## src/rtl/i2c_split_pkg.sv

```systemverilog
package i2c_split_pkg;
    localparam int ADDR_W = 10;
    localparam int BYTE_W = 8;
    localparam int HI_W   = ADDR_W - BYTE_W;
    localparam int CHIP_W = BYTE_W - HI_W - 1;
    localparam int SEL_W  = 2;
    localparam int CNT_W  = $clog2(BYTE_W + 1);
    localparam logic [CHIP_W-SEL_W-1:0] CHIP_PREFIX = 3'b101;
    localparam logic [CHIP_W-1:0]       BCAST_CHIP  = 5'b11011;

    typedef enum logic [2:0] {
        ST_IDLE,
        ST_ADDR_HI,
        ST_ADDR_LO,
        ST_WR_DATA,
        ST_ACK_OUT,
        ST_RD_DATA,
        ST_RD_ACK,
        ST_IGNORE
    } tgt_state_e;
endpackage

```

## src/rtl/i2c_line_sync.sv

```systemverilog
module i2c_line_sync #(
    parameter int STAGES = 2
) (
    input  logic clk,
    input  logic rst_n,
    input  logic scl_i,
    input  logic sda_i,
    output logic sda_lvl,
    output logic scl_rise,
    output logic scl_fall,
    output logic bus_start,
    output logic bus_stop
);
    // one extra stage keeps the previous synchronized level
    logic [STAGES:0] scl_pipe;
    logic [STAGES:0] sda_pipe;

    always_ff @(posedge clk or negedge rst_n) begin
        if (!rst_n) begin
            scl_pipe <= '1;
            sda_pipe <= '1;
        end else begin
            scl_pipe <= {scl_pipe[STAGES-1:0], scl_i};
            sda_pipe <= {sda_pipe[STAGES-1:0], sda_i};
        end
    end

    logic scl_now, scl_old, sda_now, sda_old;
    assign scl_now = scl_pipe[STAGES-1];
    assign scl_old = scl_pipe[STAGES];
    assign sda_now = sda_pipe[STAGES-1];
    assign sda_old = sda_pipe[STAGES];

    assign sda_lvl   = sda_now;
    assign scl_rise  = scl_now & ~scl_old;
    assign scl_fall  = ~scl_now & scl_old;
    assign bus_start = scl_now & scl_old & sda_old & ~sda_now;
    assign bus_stop  = scl_now & scl_old & ~sda_old & sda_now;
endmodule

```

## src/rtl/i2c_reg_ptr.sv

```systemverilog
module i2c_reg_ptr
    import i2c_split_pkg::*;
(
    input  logic              clk,
    input  logic              rst_n,
    input  logic              hi_load,
    input  logic [HI_W-1:0]   hi_val,
    input  logic              lo_load,
    input  logic [BYTE_W-1:0] lo_val,
    input  logic              step,
    output logic [ADDR_W-1:0] ptr
);
    always_ff @(posedge clk or negedge rst_n) begin
        if (!rst_n) begin
            ptr <= '0;
        end else if (hi_load) begin
            ptr[ADDR_W-1 -: HI_W] <= hi_val;
        end else if (lo_load) begin
            ptr[BYTE_W-1:0] <= lo_val;
        end else if (step) begin
            ptr <= ptr + 1'b1; // natural wrap at the top of the space
        end
    end
endmodule

```

## src/rtl/i2c_split_fsm.sv

```systemverilog
module i2c_split_fsm
    import i2c_split_pkg::*;
(
    input  logic              clk,
    input  logic              rst_n,
    input  logic [SEL_W-1:0]  dev_sel,
    input  logic              sda_lvl,
    input  logic              scl_rise,
    input  logic              scl_fall,
    input  logic              bus_start,
    input  logic              bus_stop,
    input  logic [BYTE_W-1:0] rd_data,
    output logic              sda_oe,
    output logic              wr_en,
    output logic [BYTE_W-1:0] wr_data,
    output logic              rd_en,
    output logic              hi_load,
    output logic [HI_W-1:0]   hi_val,
    output logic              lo_load,
    output logic [BYTE_W-1:0] lo_val,
    output logic              ptr_step
);
    tgt_state_e        state, after_ack;
    logic [BYTE_W-1:0] sh;
    logic [CNT_W-1:0]  cnt;
    logic              rd_acked;

    logic [CHIP_W-1:0] chip_f;
    logic              rw_f, byte_done, hit, byte_end;

    assign chip_f    = sh[BYTE_W-1 -: CHIP_W];
    assign rw_f      = sh[0];
    assign byte_done = (cnt == CNT_W'(BYTE_W));
    assign byte_end  = scl_fall & byte_done;
    assign hit       = (chip_f == {CHIP_PREFIX, dev_sel}) ||
                       ((chip_f == BCAST_CHIP) && !rw_f);

    // state register
    always_ff @(posedge clk or negedge rst_n) begin
        if (!rst_n) begin
            state     <= ST_IDLE;
            after_ack <= ST_IDLE;
            sh        <= '0;
            cnt       <= '0;
            rd_acked  <= 1'b0;
        end else if (bus_start) begin
            state <= ST_ADDR_HI;
            cnt   <= '0;
        end else if (bus_stop) begin
            state <= ST_IDLE;
        end else begin
            unique case (state)
                ST_IDLE, ST_IGNORE: begin
                end
                ST_ADDR_HI, ST_ADDR_LO, ST_WR_DATA: begin
                    if (scl_rise) begin
                        sh  <= {sh[BYTE_W-2:0], sda_lvl};
                        cnt <= cnt + 1'b1;
                    end else if (byte_end) begin
                        cnt <= '0;
                        if (state != ST_ADDR_HI) begin
                            state     <= ST_ACK_OUT;
                            after_ack <= ST_WR_DATA;
                        end else if (hit) begin
                            state     <= ST_ACK_OUT;
                            after_ack <= rw_f ? ST_RD_DATA : ST_ADDR_LO;
                        end else begin
                            state <= ST_IGNORE;
                        end
                    end
                end
                ST_ACK_OUT: begin
                    if (scl_fall) begin
                        state <= after_ack;
                        if (after_ack == ST_RD_DATA) sh <= rd_data;
                    end
                end
                ST_RD_DATA: begin
                    if (scl_fall) begin
                        if (cnt == CNT_W'(BYTE_W - 1)) begin
                            state <= ST_RD_ACK;
                            cnt   <= '0;
                        end else begin
                            sh  <= {sh[BYTE_W-2:0], 1'b0};
                            cnt <= cnt + 1'b1;
                        end
                    end
                end
                ST_RD_ACK: begin
                    if (scl_rise) begin
                        rd_acked <= ~sda_lvl;
                    end else if (scl_fall) begin
                        if (rd_acked) begin
                            state <= ST_RD_DATA;
                            sh    <= rd_data;
                        end else begin
                            state <= ST_IGNORE;
                        end
                    end
                end
                default: state <= ST_IDLE;
            endcase
        end
    end

    // outputs
    always_comb begin
        sda_oe  = (state == ST_ACK_OUT) || ((state == ST_RD_DATA) && !sh[BYTE_W-1]);
        wr_en   = (state == ST_WR_DATA) && byte_end;
        wr_data = sh;
        rd_en   = ((state == ST_ACK_OUT) && (after_ack == ST_RD_DATA) && scl_fall) ||
                  ((state == ST_RD_ACK) && rd_acked && scl_fall);
        hi_load = (state == ST_ADDR_HI) && byte_end && hit;
        hi_val  = sh[HI_W:1];
        lo_load = (state == ST_ADDR_LO) && byte_end;
        lo_val  = sh;
        ptr_step = wr_en || rd_en;
    end
endmodule

```

## src/rtl/i2c_split_target.sv

```systemverilog
module i2c_split_target
    import i2c_split_pkg::*;
#(
    parameter int SYNC_STAGES = 2
) (
    input  logic              clk,
    input  logic              rst_n,
    input  logic [SEL_W-1:0]  dev_sel,
    input  logic              scl_i,
    input  logic              sda_i,
    output logic              sda_oe,
    output logic [ADDR_W-1:0] reg_addr,
    output logic              reg_we,
    output logic [BYTE_W-1:0] reg_wdata,
    output logic              reg_re,
    input  logic [BYTE_W-1:0] reg_rdata
);
    logic sda_lvl, scl_rise, scl_fall, bus_start, bus_stop;
    logic hi_load, lo_load, ptr_step;
    logic [HI_W-1:0]   hi_val;
    logic [BYTE_W-1:0] lo_val;

    i2c_line_sync #(.STAGES(SYNC_STAGES)) u_sync (
        .clk(clk), .rst_n(rst_n), .scl_i(scl_i), .sda_i(sda_i),
        .sda_lvl(sda_lvl), .scl_rise(scl_rise), .scl_fall(scl_fall),
        .bus_start(bus_start), .bus_stop(bus_stop)
    );

    i2c_split_fsm u_fsm (
        .clk(clk), .rst_n(rst_n), .dev_sel(dev_sel), .sda_lvl(sda_lvl),
        .scl_rise(scl_rise), .scl_fall(scl_fall), .bus_start(bus_start),
        .bus_stop(bus_stop), .rd_data(reg_rdata), .sda_oe(sda_oe),
        .wr_en(reg_we), .wr_data(reg_wdata), .rd_en(reg_re),
        .hi_load(hi_load), .hi_val(hi_val), .lo_load(lo_load),
        .lo_val(lo_val), .ptr_step(ptr_step)
    );

    i2c_reg_ptr u_ptr (
        .clk(clk), .rst_n(rst_n), .hi_load(hi_load), .hi_val(hi_val),
        .lo_load(lo_load), .lo_val(lo_val), .step(ptr_step), .ptr(reg_addr)
    );
endmodule

```

## config.mk

```make
export PLATFORM = sky130hd
export DESIGN_NAME = i2c_split_target
export DESIGN_NICKNAME = d
export VERILOG_FILES = /design/src/rtl/i2c_split_pkg.sv /design/src/rtl/i2c_line_sync.sv /design/src/rtl/i2c_reg_ptr.sv /design/src/rtl/i2c_split_fsm.sv /design/src/rtl/i2c_split_target.sv
export SDC_FILE = /design/constraint.sdc
export NUM_CORES = 1
export LEC_CHECK = 0
export ABC_AREA = 0
export CORE_MARGIN = 2
export CORE_UTILIZATION = 53
export CTS_CLUSTER_DIAMETER = 200
export CTS_CLUSTER_SIZE = 25
export DETAILED_ROUTE_END_ITERATION = 10
export GPL_ROUTABILITY_DRIVEN = 0
export PLACE_DENSITY = 0.82
export REMOVE_ABC_BUFFERS = 1
export SYNTH_ARGS = -nofsm -noshare
export SYNTH_HDL_FRONTEND = slang
export SYNTH_SLANG_ARGS = --single-unit
```

## constraint.sdc

```tcl
create_clock -name clk -period 2.3 [get_ports clk]
set_input_delay 0.46 -clock clk [delete_from_list [all_inputs] [get_ports clk]]
set_output_delay 0.46 -clock clk [all_outputs]
set_load 0.03 [all_outputs]
```

# After elaboration in Yosys (flattened, before gate mapping)
# Cells that the tools add are included.
[totals]
regBits = 35
input_bits = 14
output_inout_bits = 21
wordCells = 124
[op_classes]
addsub = 2
n_eq_ne = 31
mux = 36
bitwise = 16
reduce_logical = 30
[ops]
columns = ["op", "count"]
rows = [
  ["$mux W8", 9],
  ["$mux W3", 13],
  ["$pmux W8 S4", 1],
  ["$mux W4", 6],
  ["$ne A4 B3 Y1 const B", 6],
  ["$eq A3 B3 Y1 const B", 4],
  ["$pmux W3 S4", 1],
  ["$reduce_and A11 Y1", 1],
  ["$add A10 B1 Y10 const B", 1],
  ["$logic_and A1 B1 Y1", 10],
  ["$mux W10", 1],
  ["$ne A2 B1 Y1 const B", 5],
  ["$ne A2 B2 Y1 const B", 5],
  ["$and A1 B1 Y1", 8],
  ["$mux W2", 4],
  ["$ne A4 B4 Y1 const B", 2],
  ["$not A1 Y1", 8],
  ["$pmux W4 S2", 1],
  ["$reduce_and A4 Y1", 2],
  ["$reduce_and A8 Y1", 1],
  ["$eq A3 B2 Y1 const B", 2],
  ["$reduce_and A6 Y1", 1],
  ["$reduce_bool A2 Y1", 3],
  ["$reduce_bool A6 Y1", 1],
  ["14 further kinds", 19],
]

# Logic depth before layout (Yosys ltp)
[depth]
word_depth = 10
mapped_depth = 10
depth_no_buf = 7

# By module
# A second synthesis with hierarchy kept.
[hier_totals]
cells_unflattened = 224
area_unflattened_um2 = 2230.9
[modules_own_cells]
columns = ["mod", "n_inst", "cells_per_inst", "area_each_um2", "seq_area_each_um2"]
rows = [
  ["i2c_split_fsm", 1, 136, 1341.3, 475.5],
  ["i2c_reg_ptr", 1, 78, 699.4, 250.2],
  ["i2c_line_sync", 1, 10, 190.2, 157.7],
]

# Worst setup path after synthesis
# OpenSTA, ideal clock, no wires.
[synth_path]
path_type = "reg-to-reg"
from = "register u_fsm.cnt[0]"
to = "register u_fsm.state[0]"
setup_time_ps = 121
arrival_time_ps = 1839
t_required_ps = 2179
setup_slack_ps = 340
path_stages_with_launch = 10
n_path_buf = 2
period_less_slack_ps = 1960
path_cell_list = "dfrtp_1 -> inv_1 -> ha_1 -> and3b_1 -> buf_6 -> and3b_1 -> buf_6 -> a31o_4 -> or3_1 -> o2bb2ai_1"
[synth_between]
elab_chain_len = 4
elab_cells_between_ends = 6
classes_between = "eq/ne (4); bitwise (1); reduce/logical (1)"
[synth_lines]
columns = ["element", "line", "source"]
rows = [
  ["start: declaration", "i2c_split_fsm.sv:25", "logic [CNT_W-1:0] cnt;"],
  ["start signal: assignment", "i2c_split_fsm.sv:58", "cnt <= cnt + 1'b1;"],
  ["start signal: assignment", "i2c_split_fsm.sv:85", "cnt <= cnt + 1'b1;"],
  ["$eq A4 B4 Y1", "i2c_split_fsm.sv:33", "assign byte_done = (cnt == CNT_W'(BYTE_W));"],
  ["$and A1 B1 Y1", "i2c_split_fsm.sv:34", "assign byte_end = scl_fall & byte_done;"],
  ["$ne A4 B3 Y1 (no line)", "-", ""],
  ["$reduce_and A8 Y1 (no line) (*)", "-", ""],
  ["end signal: assignment", "i2c_split_fsm.sv:74", "state <= after_ack;"],
  ["end: declaration", "i2c_split_fsm.sv:23", "tgt_state_e state, after_ack;"],
]
# Every way passes the cells marked *; elsewhere a longest branch is shown, timed or not.
# A chain may end at the register's enable or synchronous reset.

# Worst setup path after layout
[layout_path]
from = "register u_fsm.state[1]"
to = "output port reg_re"
[layout_between]
elab_chain_len = 4
elab_cells_between_ends = 7
classes_between = "eq/ne (2); reduce/logical (5)"
[layout_lines]
columns = ["element", "line", "source"]
rows = [
  ["$eq A3 B3 Y1, on equally long branches", "i2c_split_fsm.sv:111, i2c_split_fsm.sv:112", ""],
  ["$logic_and A1 B1 Y1, on equally long branches (2 in series)", "i2c_split_fsm.sv:111, i2c_split_fsm.sv:112", ""],
  ["$logic_or A1 B1 Y1 (*)", "i2c_split_fsm.sv:111", "rd_en = ((state == ST_ACK_OUT) && (after_ack == ST_RD_DATA) && scl_fall) ||"],
  ["end: declaration", "i2c_split_target.sv:15", "output logic reg_re,"],
]
# Marked as above.

==> metrics.md <==
| Metric | Value |
|---|---|
| Slew HR | `approximately two thirds` |
| Ports | `35` |
| Clock Tree Buf Depth | `2` |
| Maximum number of pins on one net before global-route repair | `36` |
| Die Footprint | `4510 um2` |
| Total routed wirelength | `roughly 4800 um` |
| Share of final-layout standard cells stronger than drive strength 1 | `roughly 18%` |
| Antenna violations before repair | `0` |
| Number of buffer cells added on primary ports | `34` |
| Period utilization | `94.4%` |
| Post-synthesis to final-layout area growth | `23.9%` |
| Final critical path time including I/O delays and setup | `roughly 2.2 ns` |
| Async S/R FF share, synth | `100%` |
| Number of antenna repair diodes | `0` |
| Synth Cell Area | `roughly 2100 um2` |
| Yosys warning total | `0` |
| H-tree levels | `2` |
| Final setup fails | `0` |
| WP data arrival | `between 1.5 and 2 ns` |
| First-pass DRT Iterations | `4` |
| Worst Path Class, Setup | `flop to output port` |
| Hpwl dp | `roughly 3500 um` |
| Crit. End Element | `output port` |
| Gate count after technology mapping | `between 200 and 250` |
| Clock tree root driver cell | `sky130_fd_sc_hd__clkbuf_8` |
| Power density normalized to cell area | `656 nW/um2` |
| Worst voltage drop across the vdd grid | `approximately 0.00055 V` |
| Placed cell area | `~2500 um2` |
| Routed len/inst | `approximately 15 um` |
| Num rows | `22` |
| First-pass GRT wire length | `7870 um` |
| Count of routing violations after the opening detailed-route iteration | `around 180` |
| Status | `finished, final reports clean` |
| Transition time at the pin with the least slew margin | `about 0.48 ns` |
| Largest stage delay on the critical path | `about 0.45 ns` |
| Initial core utilization | `56.5%` |
| Unrepaired setup endpoints after global routing | `no` |
| Crit path max-delay cell type | `sky130_fd_sc_hd__dfrtp_2` |
| Source-to-sink clock delay at the later pin of the worst-skew pair | `~0.30 ns` |
| Worst hold slack | `around 0.36 ns` |
| Worst-path clk slew | `~0.06 ns` |
| Worst setup skew after layout | `0.00937 ns` |
| Maximum operating frequency | `approximately 460 MHz` |
| Fin nets | `around 280` |
| Unique cell type count in the Yosys netlist | `57` |
| Sum Neg Setup Slack | `0 ns` |
| Remaining routing DRC violations | `0` |
| # Max-Cap Violations | `0` |
| Kind of path behind the tightest hold check | `flop to flop` |
| Critical Path Start Type | `flop` |
| Leading register cell type out of synthesis | `sky130_fd_sc_hd__dfrtp_1` |
| Vias in the first global route | `roughly 1600` |
| Area of the core | `3740 um2` |
| Area of all placed cells without fillers | `between 2000 and 3000 um2` |
| GRT Util Overall | `approximately a quarter` |
| Sequential share of the synthesized area | `41.8%` |
| Final count of pins violating max slew | `0` |
| TritonCTS clock tree | `yes` |
| Final standard cell utilization of the core | `70.0%` |
| EDFF count, synth | `0` |
| Clock Sinks | `35` |
| Number of vias per cell | `5.97` |
| DIE WIDTH | `around 67 um` |
| Y dimension of the die | `between 60 and 70 um` |
| Worst path most repeated cell | `sky130_fd_sc_hd__buf_4` |
| CTS Buf Count | `5` |
| Leakage power total | `roughly 1.2 nW` |
| Number of hold-slack violations in the final timing report | `0` |
| DR vias | `around 1900` |
| Cells along the critical path | `buf_4, nor4bb_1, o211ai_1, inv_1, buf_4` |
| Remaining antenna violation count after routing | `0` |
| Seq cells post-synth | `35` |
| Post-Syn Area per Cell | `9.48 um2` |
| Worst Path Required | `~1.8 ns` |
| Leftover overflow at the end of global routing | `0` |
| Maximum net fanout on the critical path | `9` |
==> where the power goes <==
group,switching (mW),internal (mW),leakage [nW]
Combinational,0.241,0.250,0.697
Sequential,0.112,0.689,0.434
Clock,0.215,0.212,0.0422
Total,0.568,1.15,1.17
==> metrics by stage <==
step                std cells  setup WS (ns)  total power, mW
floorplan                 213          0.180             1.06
global placement          300          0.239             1.29
detailed placement        300          0.208             1.30
CTS                       308         0.0431             1.73
global route              313         0.0147             1.80
finish                    313          0.129             1.72
==> path summary, 6_finish.rpt <==
path,cells after the start,start,to,slack (ns)
hold / removal,0,u_sync.scl_pipe[0],u_sync.scl_pipe[1],0.36
setup / recovery,5,u_fsm.state[1],reg_re,0.13
max in group asynchronous,2,rst_n,u_sync.scl_pipe[2],1.40
hold reg to reg,0,u_sync.scl_pipe[0],u_sync.scl_pipe[1],0.36
min in group asynchronous,2,rst_n,u_fsm.state[0],0.57
setup reg to reg,5,u_fsm.state[0],u_fsm.lo_val[5],0.21
==> cells in the mapped netlist, types with 5 or more instances <==
| library cell | n | area, um2 |
|---|---|---|
| sky130_fd_sc_hd__a21oi_1 | 17 | 85.1 |
| sky130_fd_sc_hd__dfrtp_1 | 29 | 726 |
| sky130_fd_sc_hd__dfstp_2 | 6 | 158 |
| sky130_fd_sc_hd__inv_1 | 7 | 26.3 |
| sky130_fd_sc_hd__mux2_2 | 15 | 169 |
| sky130_fd_sc_hd__nand2_1 | 23 | 86.3 |
| sky130_fd_sc_hd__nand2b_1 | 6 | 37.5 |
| sky130_fd_sc_hd__nand3_1 | 18 | 90.1 |
| sky130_fd_sc_hd__nor2_1 | 10 | 37.5 |
| sky130_fd_sc_hd__nor2b_1 | 5 | 31.3 |
| sky130_fd_sc_hd__o21ai_0 | 11 | 55.1 |
==> cell families (layout without fill, tap and decap cells) <==
family | count (synthesis) | count (layout) | synth area share [%]
and+or+nand+nor | 90 | 90 | 23.4
AOI/OAI and AO/OA | 57 | 57 | 18.5
DFF | 35 | 35 | 41.8
muxes | 18 | 18 | 9.41
buffers and inverters | 17 | 59 | 3.96
adders and majority gates | 3 | 3 | 1.78
xor gates and xnor gates | 3 | 3 | 1.24
==> final cells by class <==
class                   instances  area [um2]
flip-flops and latches         35         886
clock inverters                 1        5.00
clock buffers                   7        76.3
multi-input cells             171        1150
fillers                       313        1120
repair buffers                 44         413
inverters                       7        26.3
well taps                      48        60.1
==> repair_timing <==
| item | CTS | global route |
|---|---|---|
| pin swaps | 0 | 2 |
| endpoints found under the hold margin | 0 | 0 |
| buffers inserted | 0 | 5 |
| hold buffers | 0 | 0 |
| resized for setup | 1 | 3 |
| endpoints found under the setup margin | 1 | 8 |
==> flip-flops by register name, summed over array words and instances (netlist names) <==
register	flops
u_fsm.after_ack	3
u_fsm.cnt	4
u_fsm.lo_val	8
u_fsm.rd_acked	1
u_fsm.state	3
u_ptr.ptr	10
u_sync.scl_pipe	3
u_sync.sda_pipe	3
==> metal layers <==
metal,global-route usage [%],up-vias,share of wire [%],wire [um]
met5,0,-,0,0
met4,8.42,0,1.5,73
met3,6.17,9,5.5,264
met2,35.4,57,48,2330
met1,32.4,901,45,2160
li1,-,902,-,-
==> worst max-delay path, delay by kind of cell, from the launching register on <==
family	cells	cell delay [ns]
buffers and inverters	3	0.44
AND/OR/NAND/NOR	1	0.31
AO/OA/AOI/OAI	1	0.23
flip-flops	1	0.45
==> placed cells by master, fill, tap and decap left out, types with 2 or more instances in the layout <==
cell / n
sky130_fd_sc_hd__a211o_1: 2
sky130_fd_sc_hd__a21oi_1: 17
sky130_fd_sc_hd__clkbuf_8: 5
sky130_fd_sc_hd__clkbuf_1: 2
sky130_fd_sc_hd__dfstp_2: 6
sky130_fd_sc_hd__mux2_2: 15
sky130_fd_sc_hd__nor2_1: 10
sky130_fd_sc_hd__and3b_1: 2
sky130_fd_sc_hd__ha_1: 3
sky130_fd_sc_hd__a21o_1: 2
sky130_fd_sc_hd__dfrtp_2: 2
sky130_fd_sc_hd__nand2_1: 23
sky130_fd_sc_hd__o211ai_1: 2
sky130_fd_sc_hd__a311oi_1: 2
sky130_fd_sc_hd__and2_1: 3
sky130_fd_sc_hd__nand3_1: 18
sky130_fd_sc_hd__or4_1: 2
sky130_fd_sc_hd__nand4_1: 4
sky130_fd_sc_hd__xnor2_1: 2
sky130_fd_sc_hd__buf_4: 12
sky130_fd_sc_hd__nand4b_1: 2
sky130_fd_sc_hd__mux2i_1: 3
sky130_fd_sc_hd__nor2b_1: 5
sky130_fd_sc_hd__clkdlybuf4s50_1: 31
sky130_fd_sc_hd__nand2b_1: 6
sky130_fd_sc_hd__o21a_1: 2
sky130_fd_sc_hd__inv_1: 7
sky130_fd_sc_hd__o21ai_0: 11
sky130_fd_sc_hd__nand3b_1: 4
sky130_fd_sc_hd__dfrtp_1: 27
sky130_fd_sc_hd__o221ai_1: 3
sky130_fd_sc_hd__o22ai_1: 2
Power figures use the tool's default switching activity.
